$ cat src/rtl/shm_pkg.sv
package shm_pkg;
    localparam int FCNT_W = 7;
    typedef logic [FCNT_W-1:0] fcnt_t;

    function automatic fcnt_t filt_len(input logic [1:0] sel);
        case (sel)
            2'd0:    return fcnt_t'(1);
            2'd1:    return fcnt_t'(4);
            2'd2:    return fcnt_t'(16);
            default: return fcnt_t'(64);
        endcase
    endfunction
endpackage

$ cat src/rtl/shm_glitch_filt.sv
module shm_glitch_filt
    import shm_pkg::*;
(
    input  logic  clk,
    input  logic  rst_n,
    input  logic  tick_i,
    input  logic  raw_i,
    input  fcnt_t len_i,
    output logic  flag_o
);
    typedef struct packed {
        fcnt_t cnt;
    } filt_st_t;

    filt_st_t st_d, st_q;

    always_comb begin
        st_d = st_q;
        if (!raw_i)
            st_d.cnt = '0;
        else if (tick_i && st_q.cnt < len_i)
            st_d.cnt = st_q.cnt + 1'b1;
    end

    always_ff @(posedge clk or negedge rst_n) begin
        if (!rst_n) st_q <= '0;
        else        st_q <= st_d;
    end

    assign flag_o = (st_q.cnt >= len_i);

    // a low raw flag clears the filter by the next edge
    a_r1_restart: assert property (@(posedge clk) disable iff (!rst_n)
        !raw_i |=> !flag_o);
    // a confirmed flag implies the raw flag was high at the last edge
    a_r1_needs_raw: assert property (@(posedge clk) disable iff (!rst_n)
        flag_o |-> $past(raw_i));
    // the counter never passes the longest length
    a_r2_saturate: assert property (@(posedge clk) disable iff (!rst_n)
        st_q.cnt <= fcnt_t'(64));
endmodule

$ cat src/rtl/shm_sticky.sv
module shm_sticky #(
    parameter int N = 6
) (
    input  logic         clk,
    input  logic         rst_n,
    input  logic [N-1:0] live_i,
    input  logic [N-1:0] clr_i,
    output logic [N-1:0] sticky_o
);
    typedef struct packed {
        logic [N-1:0] bits;
    } stk_st_t;

    stk_st_t st_d, st_q;

    always_comb begin
        st_d = st_q;
        st_d.bits = (st_q.bits & ~clr_i) | live_i;
    end

    always_ff @(posedge clk or negedge rst_n) begin
        if (!rst_n) st_q <= '0;
        else        st_q <= st_d;
    end

    assign sticky_o = st_q.bits;

    // a live fault is always captured, even against a clear
    a_r5_capture: assert property (@(posedge clk) disable iff (!rst_n)
        1'b1 |=> (($past(live_i) & ~sticky_o) == '0));
    // an uncleared bit never drops
    a_r5_hold: assert property (@(posedge clk) disable iff (!rst_n)
        1'b1 |=> (($past(sticky_o) & ~$past(clr_i) & ~sticky_o) == '0));
endmodule

$ cat src/rtl/shm_rel_timer.sv
module shm_rel_timer
    import shm_pkg::*;
#(
    parameter int DLY_W = 8
) (
    input  logic             clk,
    input  logic             rst_n,
    input  logic             tick_i,
    input  fcnt_t            len_i,
    input  logic             valid_i,
    input  logic             mode_i,
    input  logic             host_rst_i,
    input  logic [DLY_W-1:0] dly_i,
    output logic             pin_low_o
);
    typedef struct packed {
        fcnt_t            eval;
        logic             init;
        logic [DLY_W-1:0] cnt;
        logic             pin_low;
    } tmr_st_t;

    tmr_st_t st_d, st_q;
    logic    good;

    always_comb begin
        st_d = st_q;
        if (tick_i && st_q.eval < len_i)
            st_d.eval = st_q.eval + 1'b1;
        if (st_q.eval >= len_i)
            st_d.init = 1'b1;
        good = st_q.init && valid_i;
        if (!mode_i) begin
            st_d.cnt     = '0;
            st_d.pin_low = !good;
        end else if (!good || host_rst_i) begin
            st_d.cnt     = '0;
            st_d.pin_low = 1'b1;
        end else if (!st_q.pin_low || st_q.cnt >= dly_i) begin
            st_d.pin_low = 1'b0;
        end else begin
            st_d.cnt     = st_q.cnt + 1'b1;
            st_d.pin_low = 1'b1;
        end
    end

    always_ff @(posedge clk or negedge rst_n) begin
        if (!rst_n) begin
            st_q         <= '0;
            st_q.pin_low <= 1'b1;
        end else begin
            st_q <= st_d;
        end
    end

    assign pin_low_o = st_q.pin_low;

    // health mode follows validity one edge later
    a_r6_health: assert property (@(posedge clk) disable iff (!rst_n)
        (!mode_i && !valid_i) |=> pin_low_o);
    // host reset pulls the pin at the next edge
    a_r8_host: assert property (@(posedge clk) disable iff (!rst_n)
        (mode_i && host_rst_i) |=> pin_low_o);
    // a release in reset mode only follows good conditions
    a_r7_release: assert property (@(posedge clk) disable iff (!rst_n)
        ($fell(pin_low_o) && $past(mode_i)) |-> ($past(valid_i) && !$past(host_rst_i)));
    // the pin stays low until the first evaluation is complete
    a_r10_init: assert property (@(posedge clk) disable iff (!rst_n)
        !st_q.init |=> pin_low_o);
endmodule

$ cat src/rtl/shm_top.sv
module shm_top
    import shm_pkg::*;
#(
    parameter int NCH   = 3,
    parameter int DLY_W = 8
) (
    input  logic             clk,
    input  logic             rst_n,
    input  logic             tick_i,
    input  logic [1:0]       filt_sel_i,
    input  logic [NCH-1:0]   ch_en_i,
    input  logic [NCH-1:0]   uv_raw_i,
    input  logic [NCH-1:0]   ov_raw_i,
    input  logic [NCH-1:0]   uv_clr_i,
    input  logic [NCH-1:0]   ov_clr_i,
    input  logic             rst_mode_i,
    input  logic             host_rst_i,
    input  logic [DLY_W-1:0] rel_dly_i,
    output logic [NCH-1:0]   uv_live_o,
    output logic [NCH-1:0]   ov_live_o,
    output logic [NCH-1:0]   uv_sticky_o,
    output logic [NCH-1:0]   ov_sticky_o,
    output logic             fault_o,
    output logic             pin_low_o
);
    localparam int NF = 2 * NCH;

    fcnt_t         len;
    logic [NF-1:0] raw_all;
    logic [NF-1:0] en_all;
    logic [NF-1:0] flag_all;
    logic [NF-1:0] live_all;
    logic [NF-1:0] clr_all;
    logic [NF-1:0] sticky_all;
    logic          valid;

    assign len     = filt_len(filt_sel_i);
    assign raw_all = {ov_raw_i, uv_raw_i};
    assign en_all  = {ch_en_i, ch_en_i};
    assign clr_all = {ov_clr_i, uv_clr_i};

    for (genvar f = 0; f < NF; f++) begin : g_filt
        shm_glitch_filt u_filt (
            .clk    (clk),
            .rst_n  (rst_n),
            .tick_i (tick_i),
            .raw_i  (raw_all[f]),
            .len_i  (len),
            .flag_o (flag_all[f])
        );
    end

    assign live_all = flag_all & en_all;
    assign valid    = ~|live_all;

    shm_sticky #(.N(NF)) u_sticky (
        .clk      (clk),
        .rst_n    (rst_n),
        .live_i   (live_all),
        .clr_i    (clr_all),
        .sticky_o (sticky_all)
    );

    shm_rel_timer #(.DLY_W(DLY_W)) u_timer (
        .clk        (clk),
        .rst_n      (rst_n),
        .tick_i     (tick_i),
        .len_i      (len),
        .valid_i    (valid),
        .mode_i     (rst_mode_i),
        .host_rst_i (host_rst_i),
        .dly_i      (rel_dly_i),
        .pin_low_o  (pin_low_o)
    );

    assign uv_live_o   = live_all[NCH-1:0];
    assign ov_live_o   = live_all[NF-1:NCH];
    assign uv_sticky_o = sticky_all[NCH-1:0];
    assign ov_sticky_o = sticky_all[NF-1:NCH];
    assign fault_o     = !valid;

    // a disabled channel never latches new status
    a_r3_no_latch: assert property (@(posedge clk) disable iff (!rst_n)
        1'b1 |=> ((uv_sticky_o & ~$past(uv_sticky_o) & ~$past(ch_en_i)) == '0));
endmodule

$ cat config.mk
export PLATFORM = sky130hd
export DESIGN_NAME = shm_top
export DESIGN_NICKNAME = d
export VERILOG_FILES = /design/src/rtl/shm_pkg.sv /design/src/rtl/shm_glitch_filt.sv /design/src/rtl/shm_sticky.sv /design/src/rtl/shm_rel_timer.sv /design/src/rtl/shm_top.sv
export SDC_FILE = /design/constraint.sdc
export NUM_CORES = 1
export LEC_CHECK = 0
export BUFFER_PORTS_ARGS = -buffer_cell sky130_fd_sc_hd__buf_2
export CAP_MARGIN = 5
export CORE_UTILIZATION = 36
export DETAILED_ROUTE_END_ITERATION = 8
export HOLD_SLACK_MARGIN = 0.03
export SLEW_MARGIN = 20
export SYNTH_ARGS = -nofsm -noshare
export SYNTH_HDL_FRONTEND = slang
export SYNTH_SLANG_ARGS = --single-unit
$ cat constraint.sdc
create_clock -name clk -period 4.55 [get_ports clk]
set_clock_uncertainty 0.2 [all_clocks]
set_input_delay 0.455 -clock clk [delete_from_list [all_inputs] [get_ports clk]]
set_output_delay 0.455 -clock clk [all_outputs]
set_load 0.03 [all_outputs]
# Yosys cells after proc, flatten, opt, wreduce, memory -nomap -nowiden
# Cells that the tools add are included.
[word_totals]
output_inout_bits = 14
input_bits = 30
reg_bits = 65
[classes]
n_reduce_logical = 15
mux = 17
n_bitwise = 4
n_eq_ne = 9
n_addsub = 8
n_lt_le_gt_ge = 15
[ops]
columns = ["op", "n"]
rows = [
  ["2-to-1 mux 7 bit", 12],
  ["adder 7 x 1 -> 7 bit, second input constant", 7],
  [">= comparator 7 bit", 7],
  ["less-than comparator 7 bit", 7],
  ["case mux 7 bit (3 select lines)", 1],
  ["2-to-1 mux 9 bit", 2],
  ["AND 6 bit", 2],
  ["inequality test 2 x 1 -> 1 bit, second input constant", 6],
  ["adder 8 x 1 -> 8 bit, second input constant", 1],
  [">= comparator 8 bit", 1],
  ["logical AND 1 bit", 8],
  ["2-to-1 mux 8 bit", 1],
  ["NOT 6 bit", 1],
  ["bitwise OR 6 bit", 1],
  ["OR reduction 6 bit", 1],
  ["logical NOT 1 bit", 3],
  ["inequality test 3 x 2 -> 1 bit, second input constant", 1],
  ["equality test 2 x 1 -> 1 bit, second input constant", 1],
  ["equality test 2 bit, second input constant", 1],
  ["logical NOT 2 bit", 1],
  ["logical OR 1 bit", 2],
  ["2-to-1 mux 1 bit", 1],
]

# Depth between registers and ports, before layout
[depth]
depth_word = 11
depth_mapped = 8
depth_no_buf = 7

# By module
# From an unflattened synthesis, not the netlist that was laid out.
[hier_totals]
cells_unflattened = 547
hier_area_um2 = 5083.6
[modules_own_cells]
columns = ["mod", "cells_each", "area_per_inst_um2", "n_inst"]
rows = [
  ["shm_glitch_filt", 64, 591.8, 6],
  ["shm_rel_timer", 129, 1214.9, 1],
  ["shm_sticky", 18, 217.7, 1],
  ["shm_top", 16, 100.1, 1],
]

# Worst setup path before layout
# No wires, ideal clock.
[synth_timing]
kind = "input -> output"
from = "input filt_sel_i[0]"
to = "output fault_o"
slack_ns = 1.502
cell_stages = 7
t_arrival_ns = 2.393
cell_sequence = "nand2b_1 > ha_1 > a211o_1 > a21oi_1 > a21bo_2 > inv_1 > or3_1"
[synth_via]
elab_chain_len = 5
word_cells_on_any_way = 12
[synth_rtl]
columns = ["item", "line_no", "source"]
rows = [
  ["start, declared", "shm_top.sv:10", "input logic [1:0] filt_sel_i,"],
  ["equality test 2 bit (tied with other cells)", "shm_pkg.sv:6", "case (sel)"],
  ["case mux 7 bit (3 select lines) (*)", "shm_pkg.sv:6", ""],
  [">= comparator 7 bit (*)", "shm_glitch_filt.sv:30", "assign flag_o = (st_q.cnt >= len_i);"],
  ["AND 6 bit (*)", "shm_top.sv:53", "assign live_all = flag_all & en_all;"],
  ["via ov_live_o[1]", "shm_top.sv:20", "output logic [NCH-1:0] ov_live_o,"],
  ["OR reduction 6 bit (*)", "shm_top.sv:54", "assign valid = ~|live_all;"],
  ["end, declared", "shm_top.sv:23", "output logic fault_o,"],
]
# The timed path passes the listed nets; every way through them passes the cells marked *.

# Final worst setup path
[layout_timing]
from = "input filt_sel_i[0]"
to = "output fault_o"
[layout_via]
elab_chain_len = 5
word_cells_on_any_way = 12
[layout_rtl]
columns = ["item", "line_no"]
rows = [
  ["equality test 2 bit (tied with other cells)", "shm_pkg.sv:6"],
  ["case mux 7 bit (3 select lines) (*)", "shm_pkg.sv:6"],
  [">= comparator 7 bit", "shm_glitch_filt.sv:30"],
  ["AND 6 bit (*)", "shm_top.sv:53"],
  ["OR reduction 6 bit (*)", "shm_top.sv:54"],
]
# Mark *: on every way between the ends. The rest lies on a longest branch, timed or not.

==> impl_metrics.tcl <==
set metrics [dict create \
    cp-startpoint "filt_sel_i[0]" \
    layoutNonFillerInstCount 681 \
    place_area_um2 4910 \
    core_region_area_um2 12100 \
    dp_cells 664 \
    clk_pin_slew_ns 0.05 \
    fp.dieW_um 114 \
    rows 40 \
    critical-path-slowest-cell "nor2_1" \
    path_max_fanout 10 \
    relSlewSlack_pct 49.9 \
    drt_first_pass_iters 4 \
    synthDistinctLibCells 53 \
    top_layer_used "met4" \
    crit_buf_inv 2 \
    synth_area_leaders "dfrtp_1 (36%), ha_1 (12%), xnor2_1 (5.8%)" \
    dpl.hpwl_mm 7.44 \
    worstHoldStart "ov_clr_i[2]" \
    layout_common_cells "dfrtp_1 (64), ha_1 (44), buf_2 (43), inv_1 (34), xnor2_1 (30)" \
    syn_inst 456 \
    grt_util_all_layers_pct 16.5 \
    timing.fmax_mhz 267 \
    setup_viol 0 \
    layout_commonest_cell "dfrtp_1" \
    crit_path_frequent_cell "buf_2" \
    final_nets 582 \
    io_pins 44 \
    r2r-start "g_filt[0].u_filt.st_q[0]" \
    tns_ns 0 \
    cts_tree "yes" \
    yosys_warnings 0 \
    final-max-slew-violation-count 0 \
    yosysTopAreaCell "dfrtp_1" \
    ant_nets 0 \
    synth_seq_cells 65 \
    synth-main-ff-cell "dfrtp_1" \
    dp_slack_ns 0.862 \
    gp_congestion 0.834 \
    cp.required_ns 3.89 \
    reg2reg_depth 7 \
    ys_seq_area_share_pct 36.2 \
    antenna_cells 0 \
    worstPathCellList "buf_2, nor2_1, ha_1, nor4b_1, nor3_1, o31ai_4, nand4_4, or3_1, buf_2" \
    critPathCaptureType "output pin" \
    worst_slew_pin_slew_ns 0.749 \
    syn_to_final_growth_pct 16.8 \
    hold_depth 2 \
    hold_path_end "u_sticky.sticky_o[5]" \
    cts_buffers 9 \
    grt_max_degree 34 \
    slowest_delay_ns 0.48 \
    powerDensity_nw_per_um2 340 \
    fin_crit_ns 3.74 \
    vias_per_cell 5.34 \
    cts_hold_buffers 1 \
    vias 3639 \
    syn_area_um2 4490 \
    worstHoldPathType "input port to flip-flop" \
    postSynth.asyncResetShare_pct 100 \
    cts_num_sinks 65 \
    start_util_pct 37.1 \
    grt_setup_unrepaired "false" \
    critPathKind "input port to output pin" \
    h-tree-depth 3 \
    p_leak_nw 2.49 \
    setup_ws_ns 0.809 \
    drive_gt1_share_pct 14.8 \
    grt_pass1_wl_mm 16.9 \
    status "completed" \
    dieArea_um2 12900 \
    cts-resized-gates 0 \
    cap_violations 0 \
    dr_wl_met2_mm 4.74 \
    grt-ovfl-total 0 \
    cts-root-buf "clkbuf_16" \
    clk_path_buf_depth 2 \
    met1Wirelength_mm 4.81 \
    dr.first_iter.drc_count 143 \
    r2r_end "u_timer.pin_low_o" \
    grt_antenna_before_repair 0 \
    die_y_um 114 \
    startpoint_type "input port" \
    cp_top_family "simple AND/OR/NAND/NOR gates" \
    wl_met3_um 287 \
    vdd_drop_max_uv 190 \
    critPathArrivalTime_ns 3.09 \
    grt_pass1_vias 3500 \
    design_area_um2 5250 \
    r2r_slack_ns 1.92 \
    finalHoldViolCount 0 \
    netlist.area_leader.share_pct 35.6 \
    wirelength_mm 9.97 \
    wl_per_cell_um 14.6 \
    synth_edf_count 0 \
    drc 0 \
    syn_area_per_cell_um2 9.85 \
    syn_nets 530 \
    numPortBuffers 43 \
    period_share_pct 82.2 \
    cts_setup_buffers 0 \
    timing.hold.ws_ns 0.111 \
    clk_latency_ns 0.33 \
]
-- layer usage --
layer,vias to the layer above,track usage [%]
li1,1806,-
met1,1760,21.9
met2,64,27.7
met3,9,2.44
met4,0,5.26
met5,-,0
-- cell families (layout without fill, tap and decap cells) --
logic type               count (synthesis)  after routing  share of synthesized area, %
multiplexers                             9              9                          2.03
flip-flops                              65             65                          36.2
XOR/XNOR                                35             35                          6.82
AO/OA/AOI/OAI                          113            113                          18.4
adder cells (fa/ha/maj)                 44             44                          12.3
buffers and inverters                   38             95                          3.20
AND/OR/NAND/NOR                        152            152                          21.0
-- stage by stage --
stage | util (%) | total power, W
final | 43.3 | 0.00179
after floorplan | - | 0.000920
after detailed placement | 40.5 | 0.00103
after CTS | 43.3 | 0.00180
after global routing | 43.3 | 0.00188
after global placement | 40.5 | 0.00102
-- cells in the mapped netlist, types with 3 or more instances --
cell type,n
dfrtp_1,64
ha_1,44
inv_1,34
xnor2_1,30
and2_1,25
a21oi_1,24
nor2_1,22
o211ai_1,16
o21ai_0,14
nand2_1,13
nand2b_1,13
nand3_1,11
and3_1,10
o2111ai_1,10
a211o_1,8
a211oi_1,8
a21o_1,8
mux2i_1,8
or3_1,8
nand4_1,7
nor3_1,7
nand4bb_1,6
nor4b_1,6
nand4b_1,5
nor2b_1,5
xor2_1,5
a32oi_1,3
and4_1,3
clkbuf_1,3
o21a_1,3
o21ai_1,3
o21ai_2,3
-- worst register-to-register path: stages (launching register included) --
cell     delay [ns]
dfrtp_1        0.40
inv_1          0.06
ha_1           0.30
nor4b_1        0.39
nor3_1         0.17
o31ai_4        0.32
nand4_4        0.25
or3_1          0.44
-- registers in the layout, summed over array words and instances, names as in the netlist --
name / count
u_timer.pin_low_o: 1
g_filt.u_filt.st_q: 42
u_timer.st_q: 16
u_sticky.sticky_o: 6
-- report_power, final --
group	switching [W]	internal (W)	total (W)
Sequential	0.0000559	0.000624	0.000680
Combinational	0.000202	0.000139	0.000341
Clock	0.000257	0.000507	0.000764
-- layout make-up --
| cell class | count | area, um2 |
|---|---|---|
| sequential | 65 | 1630 |
| timing repair buffer | 45 | 233 |
| clock buffer | 11 | 253 |
| multi-input combinational | 353 | 2720 |
| clock inverter | 5 | 77.6 |
| tap | 168 | 210 |
| inverter | 34 | 128 |
| fill | 1196 | 6860 |
-- how the worst max path moves through the flow --
stage / cells past startpoint / endpoint
floorplan: 7 / fault_o
global placement: 9 / fault_o
detailed placement: 9 / fault_o
CTS: 9 / fault_o
global route: 9 / fault_o
finish: 9 / fault_o
(Power assumes the default switching activity.)
